--- src/rtl/cpath_pkg.sv ---
package cpath_pkg;

    localparam int NODES_DEF = 16;
    localparam int WAYS_DEF  = 2;
    localparam int TAG_W_DEF = 12;

    typedef enum logic {
        ROUTE_DIR  = 1'b0,
        ROUTE_PATH = 1'b1
    } route_e;

    function automatic int idx_width(input int ways);
        return (ways > 1) ? $clog2(ways) : 1;
    endfunction

endpackage

--- src/rtl/cpath_match.sv ---
module cpath_match #(
    parameter  int WAYS  = 2,
    parameter  int TAG_W = 12,
    localparam int IDX_W = cpath_pkg::idx_width(WAYS)
) (
    input  logic [WAYS-1:0]             vld,
    input  logic [WAYS-1:0][TAG_W-1:0]  tags,
    input  logic [TAG_W-1:0]            key,
    output logic [WAYS-1:0]             vec,
    output logic                        hit,
    output logic [IDX_W-1:0]            idx
);
    for (genvar g = 0; g < WAYS; g++) begin : g_cmp
        assign vec[g] = vld[g] && (tags[g] == key);
    end

    assign hit = |vec;

    always_comb begin
        idx = '0;
        for (int j = WAYS - 1; j >= 0; j--) begin
            if (vec[j]) idx = IDX_W'(j);
        end
    end
endmodule

--- src/rtl/cpath_victim.sv ---
module cpath_victim #(
    parameter  int WAYS  = 2,
    localparam int IDX_W = cpath_pkg::idx_width(WAYS)
) (
    input  logic [WAYS-1:0]             vld,
    input  logic [WAYS-1:0][IDX_W-1:0]  age,
    output logic [IDX_W-1:0]            idx
);
    logic [IDX_W-1:0] free_idx;
    logic [IDX_W-1:0] old_idx;
    logic             any_free;

    always_comb begin
        free_idx = '0;
        any_free = 1'b0;
        old_idx  = '0;
        for (int j = WAYS - 1; j >= 0; j--) begin
            if (!vld[j]) begin
                free_idx = IDX_W'(j);
                any_free = 1'b1;
            end
            if (age[j] == IDX_W'(WAYS - 1)) old_idx = IDX_W'(j);
        end
    end

    assign idx = any_free ? free_idx : old_idx;
endmodule

--- src/rtl/cpath_store.sv ---
module cpath_store #(
    parameter  int WAYS   = 2,
    parameter  int TAG_W  = 12,
    parameter  int NODE_W = 4,
    localparam int IDX_W  = cpath_pkg::idx_width(WAYS)
) (
    input  logic              clk,
    input  logic              rst,
    input  logic              ins_valid,
    input  logic [TAG_W-1:0]  ins_tag,
    input  logic [NODE_W-1:0] ins_owner,
    input  logic              nack_valid,
    input  logic [TAG_W-1:0]  nack_tag,
    input  logic              req_valid,
    input  logic [TAG_W-1:0]  req_tag,
    output logic              lk_hit,
    output logic [NODE_W-1:0] lk_owner,
    output logic              td_req,
    output logic [NODE_W-1:0] td_owner,
    output logic              su_req
);
    typedef logic [WAYS-1:0][IDX_W-1:0]  age_vec_t;
    typedef logic [WAYS-1:0][TAG_W-1:0]  tag_vec_t;
    typedef logic [WAYS-1:0][NODE_W-1:0] own_vec_t;

    logic [WAYS-1:0] valid_q, v1, v2;
    tag_vec_t        tag_q, t1;
    own_vec_t        own_q, o1;
    age_vec_t        age_q, a1, a3;

    logic [WAYS-1:0]  ins_vec, nk_vec, lk_vec;
    logic             ins_hit, nk_hit;
    logic [IDX_W-1:0] ins_idx, nk_idx, lk_idx, vic_idx, slot;

    // Recency rank: 0 is most recent, WAYS-1 is least recent.
    function automatic age_vec_t touch(input age_vec_t a, input logic [IDX_W-1:0] w);
        age_vec_t r;
        r = a;
        for (int j = 0; j < WAYS; j++) begin
            if (a[j] < a[w]) r[j] = a[j] + 1'b1;
        end
        r[w] = '0;
        return r;
    endfunction

    cpath_match #(.WAYS(WAYS), .TAG_W(TAG_W)) u_ins_match (
        .vld(valid_q), .tags(tag_q), .key(ins_tag),
        .vec(ins_vec), .hit(ins_hit), .idx(ins_idx)
    );

    cpath_victim #(.WAYS(WAYS)) u_victim (
        .vld(valid_q), .age(age_q), .idx(vic_idx)
    );

    // Stage 1: install applied to the current table.
    always_comb begin
        v1       = valid_q;
        t1       = tag_q;
        o1       = own_q;
        a1       = age_q;
        td_req   = 1'b0;
        su_req   = 1'b0;
        slot     = ins_hit ? ins_idx : vic_idx;
        td_owner = own_q[slot];
        if (ins_valid) begin
            su_req   = !(ins_hit && (own_q[slot] == ins_owner));
            td_req   = valid_q[slot] && su_req;
            v1[slot] = 1'b1;
            t1[slot] = ins_tag;
            o1[slot] = ins_owner;
            a1       = touch(age_q, slot);
        end
    end

    cpath_match #(.WAYS(WAYS), .TAG_W(TAG_W)) u_nack_match (
        .vld(v1), .tags(t1), .key(nack_tag),
        .vec(nk_vec), .hit(nk_hit), .idx(nk_idx)
    );

    // Stage 2: nack applied after the install.
    always_comb begin
        v2 = v1;
        if (nack_valid && nk_hit) v2[nk_idx] = 1'b0;
    end

    cpath_match #(.WAYS(WAYS), .TAG_W(TAG_W)) u_req_match (
        .vld(v2), .tags(t1), .key(req_tag),
        .vec(lk_vec), .hit(lk_hit), .idx(lk_idx)
    );

    // Stage 3: lookup sees install and nack, a hit becomes most recent.
    always_comb begin
        lk_owner = o1[lk_idx];
        a3       = a1;
        if (req_valid && lk_hit) a3 = touch(a1, lk_idx);
    end

    always_ff @(posedge clk) begin
        if (rst) begin
            valid_q <= '0;
            tag_q   <= '0;
            own_q   <= '0;
            for (int j = 0; j < WAYS; j++) age_q[j] <= IDX_W'(j);
        end else begin
            valid_q <= v2;
            tag_q   <= t1;
            own_q   <= o1;
            age_q   <= a3;
        end
    end


    no_dup_tag_chk: assert property (@(posedge clk) disable iff (rst)
        $onehot0(ins_vec) && $onehot0(nk_vec) && $onehot0(lk_vec));


    full_evict_chk: assert property (@(posedge clk) disable iff (rst)
        (ins_valid && !ins_hit && (&valid_q)) |-> td_req);
endmodule

--- src/rtl/cpath_ctrl.sv ---
module cpath_ctrl
    import cpath_pkg::*;
#(
    parameter  int NODES  = NODES_DEF,
    parameter  int WAYS   = WAYS_DEF,
    parameter  int TAG_W  = TAG_W_DEF,
    localparam int NODE_W = $clog2(NODES)
) (
    input  logic              clk,
    input  logic              rst,
    input  logic              req_valid,
    input  logic [TAG_W-1:0]  req_tag,
    input  logic [NODE_W-1:0] req_home,
    input  logic              rsp_valid,
    input  logic [TAG_W-1:0]  rsp_tag,
    input  logic [NODE_W-1:0] rsp_owner,
    input  logic              nack_valid,
    input  logic [TAG_W-1:0]  nack_tag,
    output logic              route_valid,
    output logic              route_direct,
    output logic [NODE_W-1:0] route_owner,
    output logic [NODE_W-1:0] route_home,
    output logic              teardown_valid,
    output logic [NODE_W-1:0] teardown_owner,
    output logic              setup_valid,
    output logic [NODE_W-1:0] setup_owner
);
    logic              lk_hit, td_req, su_req;
    logic [NODE_W-1:0] lk_owner, td_own;
    route_e            kind_q;
    logic              su_pend_q;
    logic [NODE_W-1:0] su_pend_own_q;

    cpath_store #(.WAYS(WAYS), .TAG_W(TAG_W), .NODE_W(NODE_W)) u_store (
        .clk(clk), .rst(rst),
        .ins_valid(rsp_valid), .ins_tag(rsp_tag), .ins_owner(rsp_owner),
        .nack_valid(nack_valid), .nack_tag(nack_tag),
        .req_valid(req_valid), .req_tag(req_tag),
        .lk_hit(lk_hit), .lk_owner(lk_owner),
        .td_req(td_req), .td_owner(td_own), .su_req(su_req)
    );

    always_ff @(posedge clk) begin
        if (rst) begin
            route_valid    <= 1'b0;
            kind_q         <= ROUTE_DIR;
            route_owner    <= '0;
            route_home     <= '0;
            teardown_valid <= 1'b0;
            teardown_owner <= '0;
            su_pend_q      <= 1'b0;
            su_pend_own_q  <= '0;
            setup_valid    <= 1'b0;
            setup_owner    <= '0;
        end else begin
            route_valid    <= req_valid;
            kind_q         <= (req_valid && lk_hit) ? ROUTE_PATH : ROUTE_DIR;
            route_owner    <= (req_valid && lk_hit) ? lk_owner : '0;
            route_home     <= req_home;
            teardown_valid <= rsp_valid && td_req;
            teardown_owner <= td_own;
            su_pend_q      <= rsp_valid && su_req;
            su_pend_own_q  <= rsp_owner;
            setup_valid    <= su_pend_q;
            setup_owner    <= su_pend_own_q;
        end
    end

    assign route_direct = (kind_q == ROUTE_PATH);


    route_latency_chk: assert property (@(posedge clk) disable iff (rst)
        req_valid |=> route_valid);


    direct_needs_valid_chk: assert property (@(posedge clk) disable iff (rst)
        route_direct |-> route_valid);


    setup_after_teardown_chk: assert property (@(posedge clk) disable iff (rst)
        teardown_valid |=> setup_valid);


    setup_source_chk: assert property (@(posedge clk) disable iff (rst)
        setup_valid |-> $past(rsp_valid, 2));


    quiet_after_reset_chk: assert property (@(posedge clk)
        $fell(rst) |-> (!route_valid && !teardown_valid && !setup_valid));
endmodule

--- config.mk ---
export PLATFORM = sky130hd
export DESIGN_NAME = cpath_ctrl
export DESIGN_NICKNAME = d
export VERILOG_FILES = /design/src/rtl/cpath_pkg.sv /design/src/rtl/cpath_match.sv /design/src/rtl/cpath_victim.sv /design/src/rtl/cpath_store.sv /design/src/rtl/cpath_ctrl.sv
export SDC_FILE = /design/constraint.sdc
export NUM_CORES = 1
export LEC_CHECK = 0
export BUFFER_PORTS_ARGS = -buffer_cell sky130_fd_sc_hd__buf_2
export CORE_MARGIN = 1.5
export CORE_UTILIZATION = 44
export CTS_BUF_LIST = sky130_fd_sc_hd__clkbuf_2 sky130_fd_sc_hd__clkbuf_4 sky130_fd_sc_hd__clkbuf_8
export DETAILED_ROUTE_END_ITERATION = 6
export PLACE_DENSITY = 0.66
export REMOVE_ABC_BUFFERS = 1
export SETUP_SLACK_MARGIN = 0.15
export SYNTH_ARGS = -nofsm -noshare
export SYNTH_HDL_FRONTEND = slang
export SYNTH_SLANG_ARGS = --single-unit
--- constraint.sdc ---
create_clock -name clk -period 3.85 [get_ports clk]
set_input_delay 0.385 -clock clk [delete_from_list [all_inputs] [get_ports clk]]
set_output_delay 0.385 -clock clk [all_outputs]
set_load 0.01 [all_outputs]
Word level (Yosys, flattened, before mapping) --
Index checks and enable logic that the tools add are counted.
Word-level totals: register bits 61, bits in latches 0, RAM bits 0, bits in read-only memories 0, output and inout bits 20, logic and storage cells 118, memories 0
Operators by class: $add $sub $neg 4, multipliers 0, divide/modulo/power cells 0, order comparisons 10, equality and inequality tests 7, shifts and indexed selects 0, mux-type cells 52, bitwise operators 8, reductions and logical operators 20
Operators by type and width (number):
- $eq A12 B12 Y1 | 6
- $mux W1 | 33
- $bwmux W24 | 1
- $mux W24 | 1
- $mux W4 | 5
- $logic_and A1 B1 Y1 | 15
- $demux W12 S1 | 1
- $mux W12 | 1
- $bwmux W8 | 1
- $mux W2 | 4
- $mux W8 | 1
- $reduce_or A2 Y1 | 4
- $and A2 B2 Y2 | 3
- $lt A1 B2 Y1 const B | 3
- $not A2 Y2 | 3
- $add A1 B1 Y1 const B | 4
- $demux W4 S1 | 1
- $eq A4 B4 Y1 | 1
- $lt A1 B1 Y1 | 4
- $demux W1 S1 | 3
- $ge A1 B1 Y1 const B | 3
- $or A2 B2 Y2 | 1
- $logic_not A1 Y1 | 1
- $not A1 Y1 | 1

Logic depth before layout (Yosys ltp) --
Gate-level depths: netlist of run 1.
depth in word-level cells 32, mapped depth 13, depth with buffers taken out 10

Hierarchy --
From an unflattened synthesis of run 1, not the netlist that was laid out.
Unflattened totals: cell total of the unflattened synthesis 318, area total of the unflattened synthesis 3276.9 um2
By module, submodules not included:
- cpath_store | instances 1, cells an instance 153, area each 1689.1 um2, sequential area each 720.7 um2
- cpath_match | instances 3, cells an instance 37, area each 292.8 um2, sequential area each 0.0 um2
- cpath_ctrl | instances 1, cells an instance 52, area each 695.7 um2, sequential area each 500.5 um2
- cpath_victim | instances 1, cells an instance 2, area each 13.8 um2, sequential area each 0.0 um2

Least setup slack after synthesis of run 1 --
Ideal clock, no wire load.
kind input to register, start input port rsp_tag[6], end register route_owner[1], library setup time 0.112 ns, arrival time 3.138 ns, required time 3.738 ns, setup slack 0.600 ns, stages 13, path buffers 3, cell sequence buf_2 xnor2_1 nand4_1 or4_1 clkbuf_1 o22ai_1 buf_4 mux2i_1 a21oi_1 or3_1 o31ai_4 a211oi_1 a2111oi_1
On the way: cells in the longest elaborated chain, start to end 27, elaborated cells on any way between the ends 51, classes of those cells 4 x order compare; 6 x eq/ne; 23 x mux; 4 x bitwise; 14 x reduce/logical
RTL lines:
- from (decl) | RTL line cpath_ctrl.sv:15 | input logic [TAG_W-1:0] rsp_tag,
- $eq A12 B12 Y1 | RTL line cpath_match.sv:14 | assign vec[g] = vld[g] && (tags[g] == key);
- $logic_and A1 B1 Y1 | RTL line cpath_match.sv:14
- $mux W1 (2 in series) | RTL line cpath_match.sv:22 | if (vec[j]) idx = IDX_W'(j);
- $mux W1 | RTL line cpath_store.sv:63 | slot = ins_hit ? ins_idx : vic_idx;
- $lt A1 B2 Y1 (not written as such) or $ge A1 B1 Y1 (tied branches) | RTL line cpath_store.sv:68, cpath_store.sv:69, cpath_store.sv:70
- $logic_and A1 B1 Y1 (not written as such) | RTL line cpath_store.sv:68, cpath_store.sv:69, cpath_store.sv:70
- $mux W12 (not written as such) | RTL line cpath_store.sv:69 | t1[slot] = ins_tag;
- $demux W12 S1
- (+10 left out)
- $not A2 Y2 (no line)
- $and A2 B2 Y2 (no line)
- $mux W2 | RTL line cpath_store.sv:83 | if (nack_valid && nk_hit) v2[nk_idx] = 1'b0;
- $logic_and A1 B1 Y1 | RTL line cpath_match.sv:14
- $mux W1 or $reduce_or A2 Y1 (tied branches) | RTL line cpath_match.sv:22, cpath_match.sv:17
- $mux W1 or $logic_and A1 B1 Y1 (tied branches) | RTL line cpath_match.sv:22, cpath_ctrl.sv:58
- $mux W4 (not written as such) or $not A1 Y1 (tied branches)
- $mux W4 (not written as such) or $reduce_or A2 Y1 (tied branches)
- to (signal assigned) | RTL line cpath_ctrl.sv:58 | route_owner <= (req_valid && lk_hit) ? lk_owner : '0;
- to (decl) | RTL line cpath_ctrl.sv:21 | output logic [NODE_W-1:0] route_owner,
Several ways; a longest one is shown, not always the timed one. The select of a mux whose other input is x is not followed. A chain may end at the register's enable or synchronous reset.

Worst setup path in the final report of run 1 --
start register u_store.tag_q[18] (netlist name), end register route_owner[3]
On the way: cells in the longest elaborated chain, start to end 27, elaborated cells on any way between the ends 49, classes of those cells 4 x order compare; 5 x eq/ne; 23 x mux; 4 x bitwise; 13 x reduce/logical
RTL lines:
- from (decl) | RTL line cpath_store.sv:27 | tag_vec_t tag_q, t1;
- from (signal assigned) | RTL line cpath_store.sv:106 | tag_q <= t1;
- $eq A12 B12 Y1 | RTL line cpath_match.sv:14
- $logic_and A1 B1 Y1 | RTL line cpath_match.sv:14
- $mux W1 (2 in series) | RTL line cpath_match.sv:22
- $mux W1 | RTL line cpath_store.sv:63
- $lt A1 B2 Y1 (not written as such) or $ge A1 B1 Y1 (tied branches) | RTL line cpath_store.sv:68, cpath_store.sv:69, cpath_store.sv:70
- $logic_and A1 B1 Y1 (not written as such) | RTL line cpath_store.sv:68, cpath_store.sv:69, cpath_store.sv:70
- $mux W12 (not written as such) | RTL line cpath_store.sv:69
- $demux W12 S1
- (+10 left out)
- $not A2 Y2 (no line)
- $and A2 B2 Y2 (no line)
- $mux W2 | RTL line cpath_store.sv:83
- $logic_and A1 B1 Y1 | RTL line cpath_match.sv:14
- $mux W1 or $reduce_or A2 Y1 (tied branches) | RTL line cpath_match.sv:22, cpath_match.sv:17
- $mux W1 or $logic_and A1 B1 Y1 (tied branches) | RTL line cpath_match.sv:22, cpath_ctrl.sv:58
- $mux W4 (not written as such) or $not A1 Y1 (tied branches)
- $mux W4 (not written as such) or $reduce_or A2 Y1 (tied branches)
Several ways; a longest one is shown, not always the timed one. The select of a mux whose other input is x is not followed.

==> flow_summary_export.csv, run 1 <==
group,metric,value,unit
layout,layout_commonest_cell,"buf_2",
synthesis,muxShareOfSynthArea,7.78,%
layout,syn_to_final_growth,18.0,%
die,rows,32,
layout,antenna_cells,0,
clocking,cts_tree,"built",
die,start_util,45.5,%
timing,fin_ws,0.445,ns
power,total_leakage_power,1.67,nW
layout,fill_cells,759,
routing,vias,3112,
clocking,cts_buffers,9,
placement,dp.cells,560,
setup_path,crit_type,"register to register",
synthesis,mappedNetlistArea,3540,um^2
synthesis,synthSimpleGateAreaFrac,18.9,%
setup_path,reg2reg_depth,11,
timing,fmax,294,MHz
synthesis,synth-edff-count,0,
clocking,cts_setup_buffers,0,
placement,placed_area,3950,um^2
global_route,use_met3,6.24,%
setup_path,startpoint_type,"register",
clocking,cts_buffer_depth,2,
layout,final_cell_mix,"buf_2, xnor2_1, dfxtp_1",
die,core_area,7770,um^2
layout,stdcell_count,576,
global_route,busiest_layer,"met2",
timing,hold_viol_final,0,
die,dieArea,8580,um^2
global_route,use_met2,40.5,%
routing,wl_per_cell,16.6,um
synthesis,ys_seq_elements,61,
setup_path,cp_slowest_cell,"or4_4",
clocking,cts-root-buf,"clkbuf_8",
global_route,grt_pass1_vias,3056,
job,drv_cap,0,
synthesis,syn_area_per_cell,8.65,um^2
clocking,cts.repair.resized,0,
layout,drive_above_1_share,21.7,%
outcome,outcome,"complete, no violations",
timing,skew,0.00748,ns
timing,relSlewSlack,60.5,%
placement,gp_congestion,0.925,
placement,pre_cts_slack,0.270,ns
power,p_total,1.62,mW
die,die_y,92.6,um
synthesis,synth_xor_area_share,22.8,%
routing,totalWireLength,9.54,mm
layout,final_net_count,518,
timing,rsz0062_at_grt,"false",
synthesis,async_flop_share,0,%
setup_path,rr_endpoint,"route_owner[3]",
setup_path,worstPathArrival,3.63,ns
synthesis,synth_flop_cell,"dfxtp_1",
timing,period_share,88.5,%
synthesis,yosysUniqueCellTypes,41,
setup_path,cp_num_buf_inv,1,
timing,finalMaxSlewViolations,0,
placement,dp_hpwl,7.28,mm
setup_path,rrSetupSlack,0.44,ns
synthesis,synth-compound-area-share,11.2,%
global_route,grt_pass1_wl,15.6,mm
synthesis,syn_inst,409,
timing,period_needed,3.41,ns
setup_path,cpPeakStageDelay,0.56,ns
clocking,cts_sinks,61,
synthesis,synth_top_family_by_area,"XOR/XNOR gates",
clocking,clk_pin_slew_worst_paths,0.07,ns
clocking,cts_max_level,3,
setup_path,endpoint_kind,"register",
routing,drc,0,
die,io_pins,69,
synthesis,yosys.area_share.adder,0,%
timing,finalSetupViolCount,0,
global_route,antenna_found_initial,0,
setup_path,worstPathCellList,"xnor2_1 > nand4_1 > or4_4 > a211o_1 > buf_4 > nand2_1 > o221ai_1 > or3_1 > o21ai_0 > nand2_1 > a2111oi_1",
setup_path,crit_required,4.07,ns
routing,antenna_left,0,
layout,utilization,53.7,%
min_path,min_to,"route_home[2]",
power,ir_worst_vdd,0.000207,V
min_path,hp-class,"input pin to register",
die,die_w,92.6,um
routing,drt_iter0_drc,133,
routing,dr.pass1.iters,5,
power,p_per_area,388,nW/um^2
setup_path,crit_family,"simple AND/OR/NAND/NOR gates",
setup_path,reg2reg_from,"u_store.tag_q[18]",
setup_path,crit_fanout,9,
clocking,cts.hold.buffers_added,0,
placement,io_buffers,68,
routing,vias_per_cell,5.40,
timing,max_slew.worst_pin.slew,0.592,ns
timing,holdWs,0.242,ns
setup_path,crit_path_frequent_cell,"nand2_1",
global_route,overflow,0,
synthesis,ys_warn_count,0,
timing,setup_tns,0,ns
min_path,min_from,"req_home[2]",
layout,final_area,4170,um^2
min_path,worstHoldPathCells,2,
global_route,grt_max_degree,30,
clocking,clk_latency,0.35,ns
global_route,grt_usage,23.7,%
global_route,met1_usage,28.2,%
synthesis,yosysSeqAreaShare,34.5,%
[power by group]
part           switching (mW)  leakage, nW  internal [mW]
Clock                   0.264        0.110          0.371
Combinational           0.163         1.06          0.131
Sequential             0.0311        0.500          0.661
[logic make-up after synthesis]
kind of cell,after synthesis
compound gates,57
xor+xnor,92
buf+inv,37
flops,61
mux,27
simple gates,135
[routing by layer]
layer / wire length (um) / part of all wire [%] / vias up
met4: 247 / 2.6 / 0
met3: 552 / 5.8 / 21
met5: 0 / 0 / -
met1: 4090 / 43 / 1466
met2: 4650 / 49 / 100
li1: - / - / 1525
[synthesized netlist by cell type (2+ instances only)]
cell type | count | area share [%]
nor2_1 | 30 | 3.2
dfxtp_1 | 61 | 35
xnor2_1 | 62 | 15
inv_1 | 9 | 0.96
buf_2 | 10 | 1.4
nand2_1 | 30 | 3.2
o221ai_1 | 3 | 0.74
xor2_1 | 30 | 7.4
a21oi_1 | 25 | 3.5
nand3_1 | 23 | 3.3
clkbuf_1 | 14 | 1.5
nand4_1 | 12 | 2.1
nor2b_1 | 18 | 3.2
buf_6 | 2 | 0.64
o22ai_1 | 6 | 1.1
a2111oi_1 | 4 | 1.1
o2111ai_1 | 2 | 0.50
mux2i_1 | 25 | 7.1
o21ai_0 | 3 | 0.42
a211oi_1 | 4 | 0.85
nor4_1 | 12 | 2.1
nor3_1 | 5 | 0.71
[flip-flops by register name, summed over array words and instances, names as in the netlist]
register,count
teardown_owner,4
u_store.valid_q,2
su_pend_own_q,4
u_store.tag_q,24
u_store.own_q,8
u_store.age_q,2
route_valid,1
route_direct,1
setup_owner,4
route_home,4
route_owner,4
setup_valid,1
su_pend_q,1
teardown_valid,1
[how the worst max path moves through the flow]
| stage | start | end | cells after the start |
|---|---|---|---|
| floorplan | rsp_tag[6] | route_owner[0] | 10 |
| global placement | rsp_tag[0] | route_owner[1] | 12 |
| detailed placement | rsp_tag[0] | route_owner[3] | 12 |
| CTS | u_store.tag_q[18] | route_owner[3] | 11 |
| global route | u_store.tag_q[12] | route_owner[3] | 11 |
| finish | u_store.tag_q[18] | route_owner[3] | 11 |
[cell type report]
cell class              instances  area, um^2  share of cell area (%)
multi-input cells             311        2160                    51.9
flip-flops and latches         61        1220                    29.3
repair buffers                 77         408                    9.78
clock buffers                  10         131                    3.15
well taps                     102         128                    3.06
clock inverters                 6        86.3                    2.07
inverters                       9        33.8                   0.810
(Power assumes the default switching activity.)
==> run 2, diff against run 1 <==
Settings changed: CORE_MARGIN 1.5 to unset.
==> flow_summary_export.csv, run 2 (synthesis results as in run 1) <==
group,metric,value,unit
power,combPwrFrac,18.9,%
routing,vias,3139,
job,drv_cap,0,
power,p_sw_share,28.8,%
power,switching_power,0.449,mW
placement,pre_cts_slack,0.236,ns
timing,holdWs,0.245,ns
placement,dp_hpwl,7.19,mm
layout,drive_above_1_share,21.4,%
layout,layout_commonest_cell,"buf_2",
outcome,outcome,"complete, no violations",
die,start_util,45.5,%
clocking,cts_buffer_depth,2,
die,die_w,91.6,um
placement,dp.cells,560,
global_route,overflow,0,
timing,fmax,289,MHz
setup_path,crit_required,4.08,ns
timing,period_needed,3.46,ns
routing,drc,0,
power,p_per_area,377,nW/um^2
setup_path,crit_type,"register to register",
routing,wl_per_cell,16.6,um
routing,antenna_left,0,
layout,final_net_count,518,
layout,stdcell_count,575,
die,die_y,91.6,um
timing,fin_ws,0.391,ns
power,seqPwrFrac,44.3,%
global_route,grt_usage,23.7,%
timing,period_share,89.9,%
power,total_leakage_power,1.67,nW
layout,antenna_cells,0,
die,io_pins,69,
power,p_int,1.11,mW
clocking,clk_latency,0.35,ns
timing,finalSetupViolCount,0,
timing,rsz0062_at_grt,"false",
layout,final_cell_mix,"buf_2, xnor2_1, dfxtp_1",
clocking,cts-root-buf,"clkbuf_8",
die,rows,32,
clocking,cts_sinks,61,
clocking,clk_pin_slew_worst_paths,0.07,ns
clocking,cts_tree,"built",
timing,finalMaxSlewViolations,0,
layout,syn_to_final_growth,17.2,%
power,ir_worst_vdd,0.000156,V
layout,reg_top3,"u_store.tag_q (24), u_store.own_q (8)",
layout,regMostFlops,"u_store.tag_q",
placement,gp_congestion,0.921,
layout,fill_cells,768,
routing,drt_iter0_drc,115,
timing,relSlewSlack,62.3,%
clocking,cts_buffers,9,
placement,io_buffers,68,
timing,skew,0.0102,ns
routing,totalWireLength,9.52,mm
global_route,grt_max_degree,30,
timing,max_slew.worst_pin.slew,0.565,ns
layout,largest_register_ffs,24,
timing,hold_viol_final,0,
die,core_area,7770,um^2
setup_path,crit_fanout,11,
routing,vias_per_cell,5.46,
min_path,hp-class,"input pin to register",
setup_path,endpoint_kind,"register",
power,pwr-share-clk,36.8,%
global_route,grt_pass1_wl,15.2,mm
setup_path,worstPathArrival,3.68,ns
global_route,antenna_found_initial,0,
die,dieArea,8400,um^2
routing,dr.pass1.iters,4,
global_route,grt_pass1_vias,2980,
clocking,cts_max_level,3,
setup_path,startpoint_type,"register",
clocking,cts.hold.buffers_added,0,
-- run 2: power by group through the flow --
| stage | clock (mW) | combinational (mW) | sequential [mW] |
|---|---|---|---|
| 5_1_grt | 0.608 | 0.321 | 0.695 |
| 6_report | 0.574 | 0.294 | 0.692 |
| 3_3_place_gp | 0 | 0.288 | 0.704 |
| 2_1_floorplan | 0 | 0.168 | 0.702 |
| 4_1_cts | 0.582 | 0.294 | 0.691 |
| 3_5_place_dp | 0 | 0.292 | 0.706 |
-- run 2: per-stage QoR --
stage	TNS (ns)	power (mW)	util, %	area, um^2
6_report	0	1.56	53.4	4140
5_1_grt	0	1.62	53.4	4140
4_1_cts	0	1.57	53.3	4140
3_5_place_dp	0	0.998	50.8	3950
3_3_place_gp	0	0.992	50.8	3950
2_1_floorplan	-0.954	0.870	-	3400
-- run 2: cell type report --
type	count	area (um^2)	share of cell area, %
multi-input combinational	311	2160	52.1
sequential	61	1220	29.5
timing repair buffer	77	408	9.84
clock buffer	11	145	3.50
tap	102	128	3.08
clock inverter	4	48.8	1.18
inverter	9	33.8	0.815
-- run 2: final timing paths --
kind,slack (ns),end,cells after the start,start
min reg2reg,0.43,setup_valid,1,su_pend_q
max,0.39,route_owner[2],11,u_store.tag_q[18]
min,0.24,route_home[0],2,req_home[0]
max reg2reg,0.39,route_owner[2],11,u_store.tag_q[18]
-- run 2: what timing repair did --
action                                  4_1_cts  5_1_grt
resized for setup                             0        1
setup buffers                                 0        0
endpoints found under the setup margin        0        2
-- run 2: per-layer routing --
metal  track usage (%)  part of all wire, %  vias up
met5                 0                    0        -
met4              8.07                  2.1        0
met1              28.1                   43     1489
met3              5.80                  5.1       20
met2              41.6                   50      104
li1                  -                    -     1526
-- run 2: worst max-delay path, stage by stage, from the launching register on --
cell	delay, ns
dfxtp_1	0.44
xnor2_1	0.19
nand4_1	0.18
or4_4	0.57
a211o_1	0.31
buf_4	0.21
mux2i_1	0.25
xnor2_1	0.13
or2_4	0.28
o31ai_4	0.28
a211oi_1	0.12
a2111oi_1	0.37
==> run 3, diff against run 2 <==
Settings changed: CELL_PAD_IN_SITES_DETAIL_PLACEMENT set to 0, CELL_PAD_IN_SITES_GLOBAL_PLACEMENT set to 1, CORE_UTILIZATION 44 to 43, PLACE_DENSITY 0.66 to 0.83.
==> flow_summary_export.csv, run 3 (synthesis results as in run 1) <==
group,metric,value,unit
outcome,outcome,"complete, no violations",
setup_path,cp_num_buf_inv,1,
power,ir_worst_vdd,0.000192,V
timing,skew,0.00751,ns
placement,placed_area,3950,um^2
layout,syn_to_final_growth,17.3,%
timing,fin_ws,0.430,ns
die,die_w,92.7,um
routing,vias_per_cell,5.42,
layout,final_area,4150,um^2
layout,utilization,52.9,%
placement,pre_cts_slack,0.254,ns
setup_path,crit_fanout,9,
layout,final_net_count,518,
global_route,grt_pass1_wl,15.3,mm
global_route,antenna_found_initial,0,
min_path,hp-class,"input pin to register",
global_route,grt_usage,23.4,%
timing,rsz0062_at_grt,"false",
routing,wl_per_cell,16.4,um
timing,relSlewSlack,60.3,%
job,drv_cap,0,
routing,drt_iter0_drc,137,
power,p_total,1.57,mW
power,p_per_area,378,nW/um^2
setup_path,worstPathCellList,"xnor2_1 > nand4_1 > or4_4 > a211o_1 > buf_4 > mux2i_1 > xnor2_1 > nor2_1 > nand3_2 > mux2i_1 > a2111oi_1",
timing,hold_viol_final,0,
routing,antenna_left,0,
timing,fmax,292,MHz
setup_path,crit_type,"register to register",
power,total_leakage_power,1.66,nW
layout,largest_register_ffs,24,
clocking,clk_latency,0.35,ns
layout,final_cell_mix,"buf_2, xnor2_1, dfxtp_1",
die,die_y,92.7,um
setup_path,crit_required,4.07,ns
die,core_area,7850,um^2
timing,setup_tns,0,ns
timing,period_needed,3.42,ns
routing,vias,3119,
clocking,clk_pin_slew_worst_paths,0.07,ns
routing,dr.pass1.iters,4,
global_route,grt_pass1_vias,3068,
global_route,grt_max_degree,31,
setup_path,startpoint_type,"register",
clocking,cts_max_level,3,
clocking,cts_buffer_depth,2,
die,start_util,45.1,%
setup_path,crit_family,"simple AND/OR/NAND/NOR gates",
layout,antenna_cells,0,
clocking,cts-root-buf,"clkbuf_8",
clocking,cts_sinks,61,
placement,gp_congestion,0.944,
layout,fill_cells,773,
placement,io_buffers,68,
routing,drc,0,
timing,finalSetupViolCount,0,
global_route,overflow,0,
timing,period_share,88.8,%
clocking,cts.hold.buffers_added,0,
die,dieArea,8590,um^2
die,rows,32,
timing,finalMaxSlewViolations,0,
layout,regMostFlops,"u_store.tag_q",
clocking,cts_buffers,9,
timing,max_slew.worst_pin.slew,0.594,ns
placement,dp_hpwl,7.15,mm
setup_path,worstPathArrival,3.64,ns
setup_path,cpPeakStageDelay,0.58,ns
layout,drive_above_1_share,21.4,%
clocking,cts_tree,"built",
die,io_pins,69,
layout,reg_top3,"u_store.tag_q (24), u_store.own_q (8)",
setup_path,endpoint_kind,"register",
layout,layout_commonest_cell,"buf_2",
routing,totalWireLength,9.45,mm
setup_path,cp_slowest_cell,"or4_4",
-- run 3: final timing paths --
path	endpoint	from	slack, ns	cells after the start
setup / recovery	route_owner[0]	u_store.tag_q[18]	0.43	11
hold / removal	route_home[0]	req_home[0]	0.25	2
setup reg to reg	route_owner[0]	u_store.tag_q[18]	0.43	11
hold reg to reg	setup_owner[2]	su_pend_own_q[2]	0.43	1
-- run 3: routing by layer --
metal  up-vias  GRT usage [%]  part of all wire, %
met4         0           10.0                  2.7
li1       1526              -                    -
met1      1462           28.6                   44
met3        21           5.75                  5.9
met5         -              0                    0
met2       110           39.1                   47
-- run 3: area by class of cell --
class,count,area (um^2),area share (%)
flip-flops and latches,61,1220,29.4
inverters,9,33.8,0.814
well taps,102,128,3.08
multi-input cells,311,2160,52.1
clock inverters,4,47.5,1.15
clock buffers,11,151,3.65
repair buffers,77,408,9.83
-- run 3: metrics by stage --
step,instances,hold slack (ns)
after floorplan,381,0.414
after global placement,560,0.418
after detailed placement,560,0.422
after CTS,575,0.242
after global routing,575,0.278
final,575,0.248
-- run 3: power by group --
part	switching (mW)	leakage (nW)	internal, mW
logic	0.161	1.06	0.131
clock network	0.256	0.101	0.328
registers	0.0309	0.500	0.661
-- run 3: timing repair --
action,4_1_cts,5_1_grt
hold endpoints to repair,0,0
endpoints found under the setup margin,0,1
gates resized for setup,0,1
setup buffers,0,0
